## config.mk

```make
export PLATFORM = sky130hd
export DESIGN_NAME = lut_arith_cell
export DESIGN_NICKNAME = d
export VERILOG_FILES = /design/src/rtl/lut_arith_pkg.sv /design/src/rtl/lut4_eval.sv /design/src/rtl/arith_pair.sv /design/src/rtl/cell_reg.sv /design/src/rtl/lut_arith_cell.sv
export SDC_FILE = /design/constraint.sdc
export NUM_CORES = 1
export LEC_CHECK = 0
export ABC_AREA = 1
export CAP_MARGIN = 20
export CORE_MARGIN = 2
export CORE_UTILIZATION = 36
export CTS_CLUSTER_SIZE = 16
export DETAILED_ROUTE_END_ITERATION = 12
export PLACE_DENSITY_LB_ADDON = 0.2
export SETUP_SLACK_MARGIN = 0.3
export SYNTH_ARGS = -nofsm -noshare
export SYNTH_HDL_FRONTEND = slang
export SYNTH_SLANG_ARGS = --single-unit
export TNS_END_PERCENT = 30
```

## constraint.sdc

```tcl
create_clock -name clk -period 7.3 [get_ports clk]
set_clock_uncertainty 0.05 [all_clocks]
set_input_delay 1.095 -clock clk [delete_from_list [all_inputs] [get_ports clk]]
set_output_delay 1.095 -clock clk [all_outputs]
set_load 0.05 [all_outputs]
```

## src/rtl/lut_arith_pkg.sv

```systemverilog
// Shared sizing for the LUT-fed arithmetic cell.
// Assumes every table has the same input count; one mask bit per index value.
package lut_arith_pkg;
    localparam int LUT_IN   = 4;
    localparam int MASK_W   = 1 << LUT_IN;
    localparam int NUM_PAIR = 2;
    localparam int NUM_LUT  = 2 * NUM_PAIR;
    localparam int NUM_REG  = 2 * NUM_PAIR;

    typedef logic [MASK_W-1:0] lut_mask_t;

    // Outputs of one table pair plus its adder.
    typedef struct packed {
        logic lo;    // lower table output
        logic hi;    // upper table output
        logic sum;   // raw adder sum
        logic res;   // sum or lower table, per mode
        logic cout;  // adder carry out
    } pair_out_t;
endpackage

```

## src/rtl/lut4_eval.sv

```systemverilog
// One lookup table: returns the mask bit selected by the input vector.
// Assumes the mask is static configuration; sel[0] is the least significant index bit.
module lut4_eval #(
    parameter int N_IN = 4,
    localparam int MW  = 1 << N_IN
) (
    input  logic [N_IN-1:0] sel,
    input  logic [MW-1:0]   mask,
    output logic            f
);
    // Select one bit of the mask.
    always_comb f = mask[sel];
endmodule

```

## src/rtl/arith_pair.sv

```systemverilog
// A pair of lookup tables feeding one full adder, with a result mode mux.
// Assumes both tables see the same four inputs {y, x, b, a}; only the masks differ.
module arith_pair
    import lut_arith_pkg::*;
(
    input  logic      shr_a,
    input  logic      shr_b,
    input  logic      px,
    input  logic      py,
    input  lut_mask_t mask_lo,
    input  lut_mask_t mask_hi,
    input  logic      comb_mode,
    input  logic      cin,
    output pair_out_t po
);
    logic [LUT_IN-1:0] idx;
    logic [1:0]        fout;
    lut_mask_t         masks [2];

    // Build the shared table index and the mask list.
    always_comb begin
        idx      = {py, px, shr_b, shr_a};
        masks[0] = mask_lo;
        masks[1] = mask_hi;
    end

    generate
        for (genvar t = 0; t < 2; t++) begin : g_lut
            lut4_eval #(.N_IN(LUT_IN)) i_lut (
                .sel  (idx),
                .mask (masks[t]),
                .f    (fout[t])
            );
        end
    endgenerate

    // Full adder on the two table outputs and the mode mux on the result.
    always_comb begin
        po.lo   = fout[0];
        po.hi   = fout[1];
        po.sum  = fout[0] ^ fout[1] ^ cin;
        po.cout = (fout[0] & fout[1]) | (cin & (fout[0] ^ fout[1]));
        po.res  = comb_mode ? fout[0] : po.sum;
    end
endmodule

```

## src/rtl/cell_reg.sv

```systemverilog
// One output register with clear, load and clock enable, in that priority.
// Assumes clear and load are shared strobes gated here by per-register enables.
module cell_reg (
    input  logic clk,
    input  logic rst_n,
    input  logic ce,
    input  logic sclr,
    input  logic sload,
    input  logic sclr_en,
    input  logic sload_en,
    input  logic ld,
    input  logic d,
    output logic q
);
    logic clr_hit;
    logic load_hit;

    // Gate the shared strobes by this register's enable bits.
    always_comb begin
        clr_hit  = sclr & sclr_en;
        load_hit = sload & sload_en;
    end

    // Register update: reset, then clear, then load, then enabled capture.
    always_ff @(posedge clk) begin
        if (!rst_n)        q <= 1'b0;
        else if (clr_hit)  q <= 1'b0;
        else if (load_hit) q <= ld;
        else if (ce)       q <= d;
    end

    a_r1_reset_clears: assert property (@(posedge clk) !rst_n |=> q == 1'b0);
    a_r7_clear_wins: assert property (@(posedge clk) disable iff (!rst_n)
        (sclr && sclr_en) |=> q == 1'b0);
    a_r8_load_value: assert property (@(posedge clk) disable iff (!rst_n)
        (!(sclr && sclr_en) && sload && sload_en) |=> q == $past(ld));
    a_r9_hold_idle: assert property (@(posedge clk) disable iff (!rst_n)
        (!ce && !(sclr && sclr_en) && !(sload && sload_en)) |=> $stable(q));
endmodule

```

## src/rtl/lut_arith_cell.sv

```systemverilog
// Two-bit arithmetic logic cell: two table pairs, a rippled carry and four registers.
// Assumes static configuration inputs; chained through carry_in / carry_out.
module lut_arith_cell
    import lut_arith_pkg::*;
(
    input  logic                   clk,
    input  logic                   rst_n,
    input  logic                   shr_a,
    input  logic                   shr_b,
    input  logic [1:0]             pair_x,
    input  logic [1:0]             pair_y,
    input  logic [3:0][15:0]       cfg_mask,
    input  logic [1:0]             cfg_comb,
    input  logic [3:0]             cfg_sclr_en,
    input  logic [3:0]             cfg_sload_en,
    input  logic                   ce,
    input  logic                   sclr,
    input  logic                   sload,
    input  logic [3:0]             ld_data,
    input  logic                   carry_in,
    output logic                   carry_out,
    output logic [3:0]             y_comb,
    output logic [3:0]             y_reg
);
    logic [NUM_PAIR:0]   chain;
    pair_out_t           pout [NUM_PAIR];

    assign chain[0]  = carry_in;
    assign carry_out = chain[NUM_PAIR];

    generate
        for (genvar k = 0; k < NUM_PAIR; k++) begin : g_pair
            arith_pair i_pair (
                .shr_a     (shr_a),
                .shr_b     (shr_b),
                .px        (pair_x[k]),
                .py        (pair_y[k]),
                .mask_lo   (cfg_mask[2*k]),
                .mask_hi   (cfg_mask[2*k+1]),
                .comb_mode (cfg_comb[k]),
                .cin       (chain[k]),
                .po        (pout[k])
            );
            assign chain[k+1]          = pout[k].cout;
            assign y_comb[k]           = pout[k].res;
            assign y_comb[NUM_PAIR+k]  = pout[k].hi;
        end

        for (genvar r = 0; r < NUM_REG; r++) begin : g_reg
            cell_reg i_reg (
                .clk      (clk),
                .rst_n    (rst_n),
                .ce       (ce),
                .sclr     (sclr),
                .sload    (sload),
                .sclr_en  (cfg_sclr_en[r]),
                .sload_en (cfg_sload_en[r]),
                .ld       (ld_data[r]),
                .d        (y_comb[r]),
                .q        (y_reg[r])
            );
        end
    endgenerate

    // the two adders together form a 2-bit add of the table outputs.
    a_r3_two_bit_chain: assert property (@(posedge clk) disable iff (!rst_n)
        {carry_out, pout[1].sum, pout[0].sum} ==
        ({2'b00, pout[0].lo} + {2'b00, pout[0].hi} + {2'b00, carry_in}
         + {1'b0, pout[1].lo, 1'b0} + {1'b0, pout[1].hi, 1'b0}));
    // in combinational mode the result follows the lower table.
    a_r5_comb_pair0: assert property (@(posedge clk) disable iff (!rst_n)
        cfg_comb[0] |-> y_comb[0] == pout[0].lo);
endmodule

```

Word-level counts from Yosys, hierarchy flattened. Index checks and enable logic that the tools add are counted.

Flip-flop bits (word level): 4. Bits of input ports: 90. Output and inout bits: 9. Word-level logic and storage cells: 51.

Order comparisons: 2. Muxes and demuxes: 18. Bitwise operators: 19. Reductions and logical operators: 8.

Operators by type and width (count): $bmux W1 S4 (4); $mux W1 (14); $and A1 B1 Y1 (12); $lt A4 B5 Y1 const B (2); $reduce_bool A2 Y1 (4); $reduce_or A2 Y1 (4); $xor A1 B1 Y1 (4); $or A1 B1 Y1 (2); $not A1 Y1 (1).

Logic depth before layout (Yosys ltp).
Word-level depth: 9. Mapped depth: 15.

By module. A second synthesis with hierarchy kept.

Cells, all modules: 262. Area total of the unflattened synthesis: 1276.2 um^2.

By module, submodules not included: lut4_eval (times used 4, cells an instance 50, area an instance 230.2 um^2, sequential area each 0.0 um^2); cell_reg (times used 4, cells an instance 13, area an instance 71.3 um^2, sequential area each 20.0 um^2); arith_pair (times used 2, cells an instance 5, area an instance 35.0 um^2, sequential area each 0.0 um^2).

Least setup slack after synthesis. No wires, ideal clock.

Path kind: input to output. Start point: in shr_a. End point: out y_comb[1]. Arrival time: 3105 ps. Path slack: 3050 ps. Cell stages on the path: 15. Path buffers: 3. Path through: buf_6 inv_6 buf_6 nand2_1 nand2_1 nand2_1 nand3_1 nand3_1 nand2_1 inv_1 fa_1 fa_1 nand2_1 and2_1 buf_4.

Longest elaborated chain between the ends: 7.

Ends and longest elaborated chain: start: declaration (line lut_arith_cell.sv:8) `input logic shr_a,`; $bmux W1 S4 (line lut4_eval.sv:12) `always_comb f = mask[sel];`; $mux W1 (not written as such) (line lut4_eval.sv:12); $xor A1 B1 Y1 (line arith_pair.sv:42) `po.cout = (fout[0] & fout[1]) | (cin & (fout[0] ^ fout[1]));`; $and A1 B1 Y1 (line arith_pair.sv:42); $or A1 B1 Y1 (line arith_pair.sv:42); $xor A1 B1 Y1 (line arith_pair.sv:41) `po.sum = fout[0] ^ fout[1] ^ cin;`; $mux W1 * (line arith_pair.sv:43) `po.res = comb_mode ? fout[0] : po.sum;`; end: declaration (line lut_arith_cell.sv:22) `output logic [3:0] y_comb,`.

Every way passes the cells marked *; elsewhere a longest branch is shown, timed or not. The select of a mux whose other input is x is not followed.

Worst setup path in the final report.
Start point: in shr_b. End point: out y_comb[1].

Longest elaborated chain between the ends: 7.

Ends and longest elaborated chain: start: declaration (line lut_arith_cell.sv:9) `input logic shr_b,`; $bmux W1 S4 (line lut4_eval.sv:12); $mux W1 (not written as such) (line lut4_eval.sv:12); $xor A1 B1 Y1 (line arith_pair.sv:42); $and A1 B1 Y1 (line arith_pair.sv:42); $or A1 B1 Y1 (line arith_pair.sv:42); $xor A1 B1 Y1 (line arith_pair.sv:41); $mux W1 * (line arith_pair.sv:43).

Marked as above.

==> reports/metrics.yaml <==
status:
  status: "complete, no violations"
grt:
  grt_max_degree: 29
  grt_pass1_vias: 1405
  grt_pass1_wl_mm: 5.671
  grt_use_total: 0.1947
  grt_overflow_total: 0
  antenna_found_initial: 0
finish:
  nets: 393
  largest_reg_flops: 4
  top_register: "g.i_reg.q"
  syn_to_final_growth_pct: 75.75
  layout_common_cells: "clkdlybuf4s50_1, nand2_1, inv_1, nand3_1, nor2_1"
  drive_gt1_frac: 0.08696
  final_util: 0.6461
  final_area_um2: 2122
  n_antenna_cell: 0
  top_regs: "g.i_reg.q: 4 flops"
  fillers: 311
  layout_commonest_cell: "clkdlybuf4s50_1"
yosys:
  yosysUniqueCellTypes: 22
  synth_nets: 306
  syn_avg_cell_area_um2: 5.642
  syn_area_um2: 1207
  synth_largest_area_cell: "nand2_1"
  synth_area_leaders: "nand2_1, inv_1, nand3_1"
  yosys_warnings: 0
  synth_seq_cells: 4
  yosysSeqAreaShare: 0.06632
  syn_inst: 214
  synth_top_area_share: 0.1990
sta:
  period_needed_ns: 5.914
  finalCritPeriodShare: 0.8102
  setup_slack_ns: 1.386
  fin_tns_setup_ns: 0
  tightest_slew_ns: 0.7710
  drv_slew: 0
  max_freq_mhz: 169.1
  setup_viol: 0
  relSlewSlack: 0.4844
  grt_setup_unrepaired: "no"
  finalHoldViolCount: 0
floorplanning:
  die_y_um: 61.91
  io_pins: 99
  fp.dieW_um: 61.91
  core_um2: 3284
  num_rows: 21
  dieArea_um2: 3833
  initial_utilization: 0.3676
min_path:
  hold_class: "reg -> reg"
drt:
  drcViolationCount: 0
  dr.pass1.iters: 4
  vias: 1570
  drtAntennaViolNets: 0
  wl_mm: 3.531
  vias_per_cell: 4.551
  drt_iter0_markers: 38
  wl_per_cell_um: 10.23
clock_network:
  cts_tree: "done"
  htree_levels: 1
  clk_latency_ns: 0.25
  cts_max_path_buffers: 2
  cts_resized: 0
  clock_sinks: 4
  post_cts_buffers: 0
  ctsHoldBuffers: 0
  cts_inserted_buffers: 3
  clockRootBuffer: "clkbuf_4"
  clk_pin_slew_ns: 0.04
pwr:
  ir_drop_v: 0.00003325
  p_sw_uw: 82.34
  p_int_uw: 116.2
  seqPwrFrac: 0.123
  total_power_uw: 198.6
  clkPwrFrac: 0.154
  powerDensity_nw_per_um2: 93.58
  p_leak_uw: 0.0009905
  swShare: 0.4146
  p_comb_frac: 0.723
placement:
  dpl_worst_slack_ns: 1.337
  gp_congestion: 0.8081
  place_hpwl_mm: 2.994
  port_buffers: 98
  placed_cell_area_um2: 2100
run:
  max_cap_violations: 0
worst_setup_path:
  crit_required_ns: 6.15
  worst-path-max-fanout: 17
  worstSetupPathType: "in -> out"
  worstSetupEndpointType: "primary output"
  cp-start-kind: "input port"
  cp_data_arrival_time_ns: 4.77
[cells by family (layout without fill, tap and decap cells)]
family,count (synthesis),in the layout,synth area share
buffers and inverters,54,139,0.2477
AND/OR/NAND/NOR,116,116,0.4228
AO/OA/AOI/OAI,38,38,0.2300
flip-flops,4,4,0.06632
adder cells (fa/ha/maj),2,2,0.03316
[Yosys cell counts]
cell / n
a21boi_0: 2
nor2_1: 20
o21ai_2: 2
o21ai_0: 6
nand3_2: 6
and2_1: 2
dfxtp_1: 4
o211ai_2: 6
nand3_1: 22
buf_4: 10
inv_1: 35
clkinv_2: 1
buf_6: 7
a21oi_1: 4
a22oi_1: 2
nand2_1: 64
o21ai_1: 8
nand2_2: 2
o211ai_1: 4
a21oi_2: 4
inv_6: 1
fa_1: 2
[routing by layer]
metal,track usage,part of all wire,vias to the layer above
met4,0.07599,0.012,0
met1,0.2410,0.42,664
met5,0,0,-
li1,-,-,838
met3,0.02899,0.083,5
met2,0.3383,0.48,63
[layout make-up]
cell class | instances | area (µm²) | area share
Tap cell | 46 | 57.56 | 0.02712
Inverter | 37 | 145.1 | 0.06840
Multi-Input combinational cell | 156 | 828.3 | 0.3903
Timing Repair Buffer | 99 | 988.4 | 0.4658
Clock buffer | 3 | 22.52 | 0.01061
Sequential cell | 4 | 80.08 | 0.03774
[final timing paths]
| check | from | end | slack [ns] | depth (start not counted) |
|---|---|---|---|---|
| worst max-delay path | shr_b | y_comb[1] | 1.39 | 13 |
| worst min-delay path | g_reg[0].i_reg.q$_SDFFE_PP0P_ | g_reg[0].i_reg.q$_SDFFE_PP0P_ | 0.52 | 2 |
| worst max register to register | g_reg[3].i_reg.q$_SDFFE_PP0P_ | g_reg[3].i_reg.q$_SDFFE_PP0P_ | 6.54 | 2 |
| worst min register to register | g_reg[0].i_reg.q$_SDFFE_PP0P_ | g_reg[0].i_reg.q$_SDFFE_PP0P_ | 0.52 | 2 |
[power groups by stage]
stage                     clock network (µW)  logic [µW]  registers (µW)
after floorplan                            0        85.9            24.7
after global placement                     0         144            24.8
after detailed placement                   0         145            24.9
after CTS                               30.6         145            24.5
after global routing                    30.8         158            24.6
final                                   30.6         144            24.5
[worst max-delay path, stage by stage]
cell and delay [ns]:
clkdlybuf4s50_1 0.83, clkinv_2 0.37, nor2_1 0.17, o21ai_1 0.08
o211ai_1 0.08, nand3_1 0.11, nand2_2 0.10, inv_1 0.05
fa_1 0.39, fa_1 0.46, nand2_1 0.10, and2_1 0.13
clkdlybuf4s50_1 0.80
[stage by stage]
step                      std cells  hold slack, ns
after floorplan                 214          0.4808
after global placement          342          0.4984
after detailed placement        342          0.5088
after CTS                       345          0.5192
after global routing            345          0.5450
final                           345          0.5153
Power figures use the tool's default switching activity.
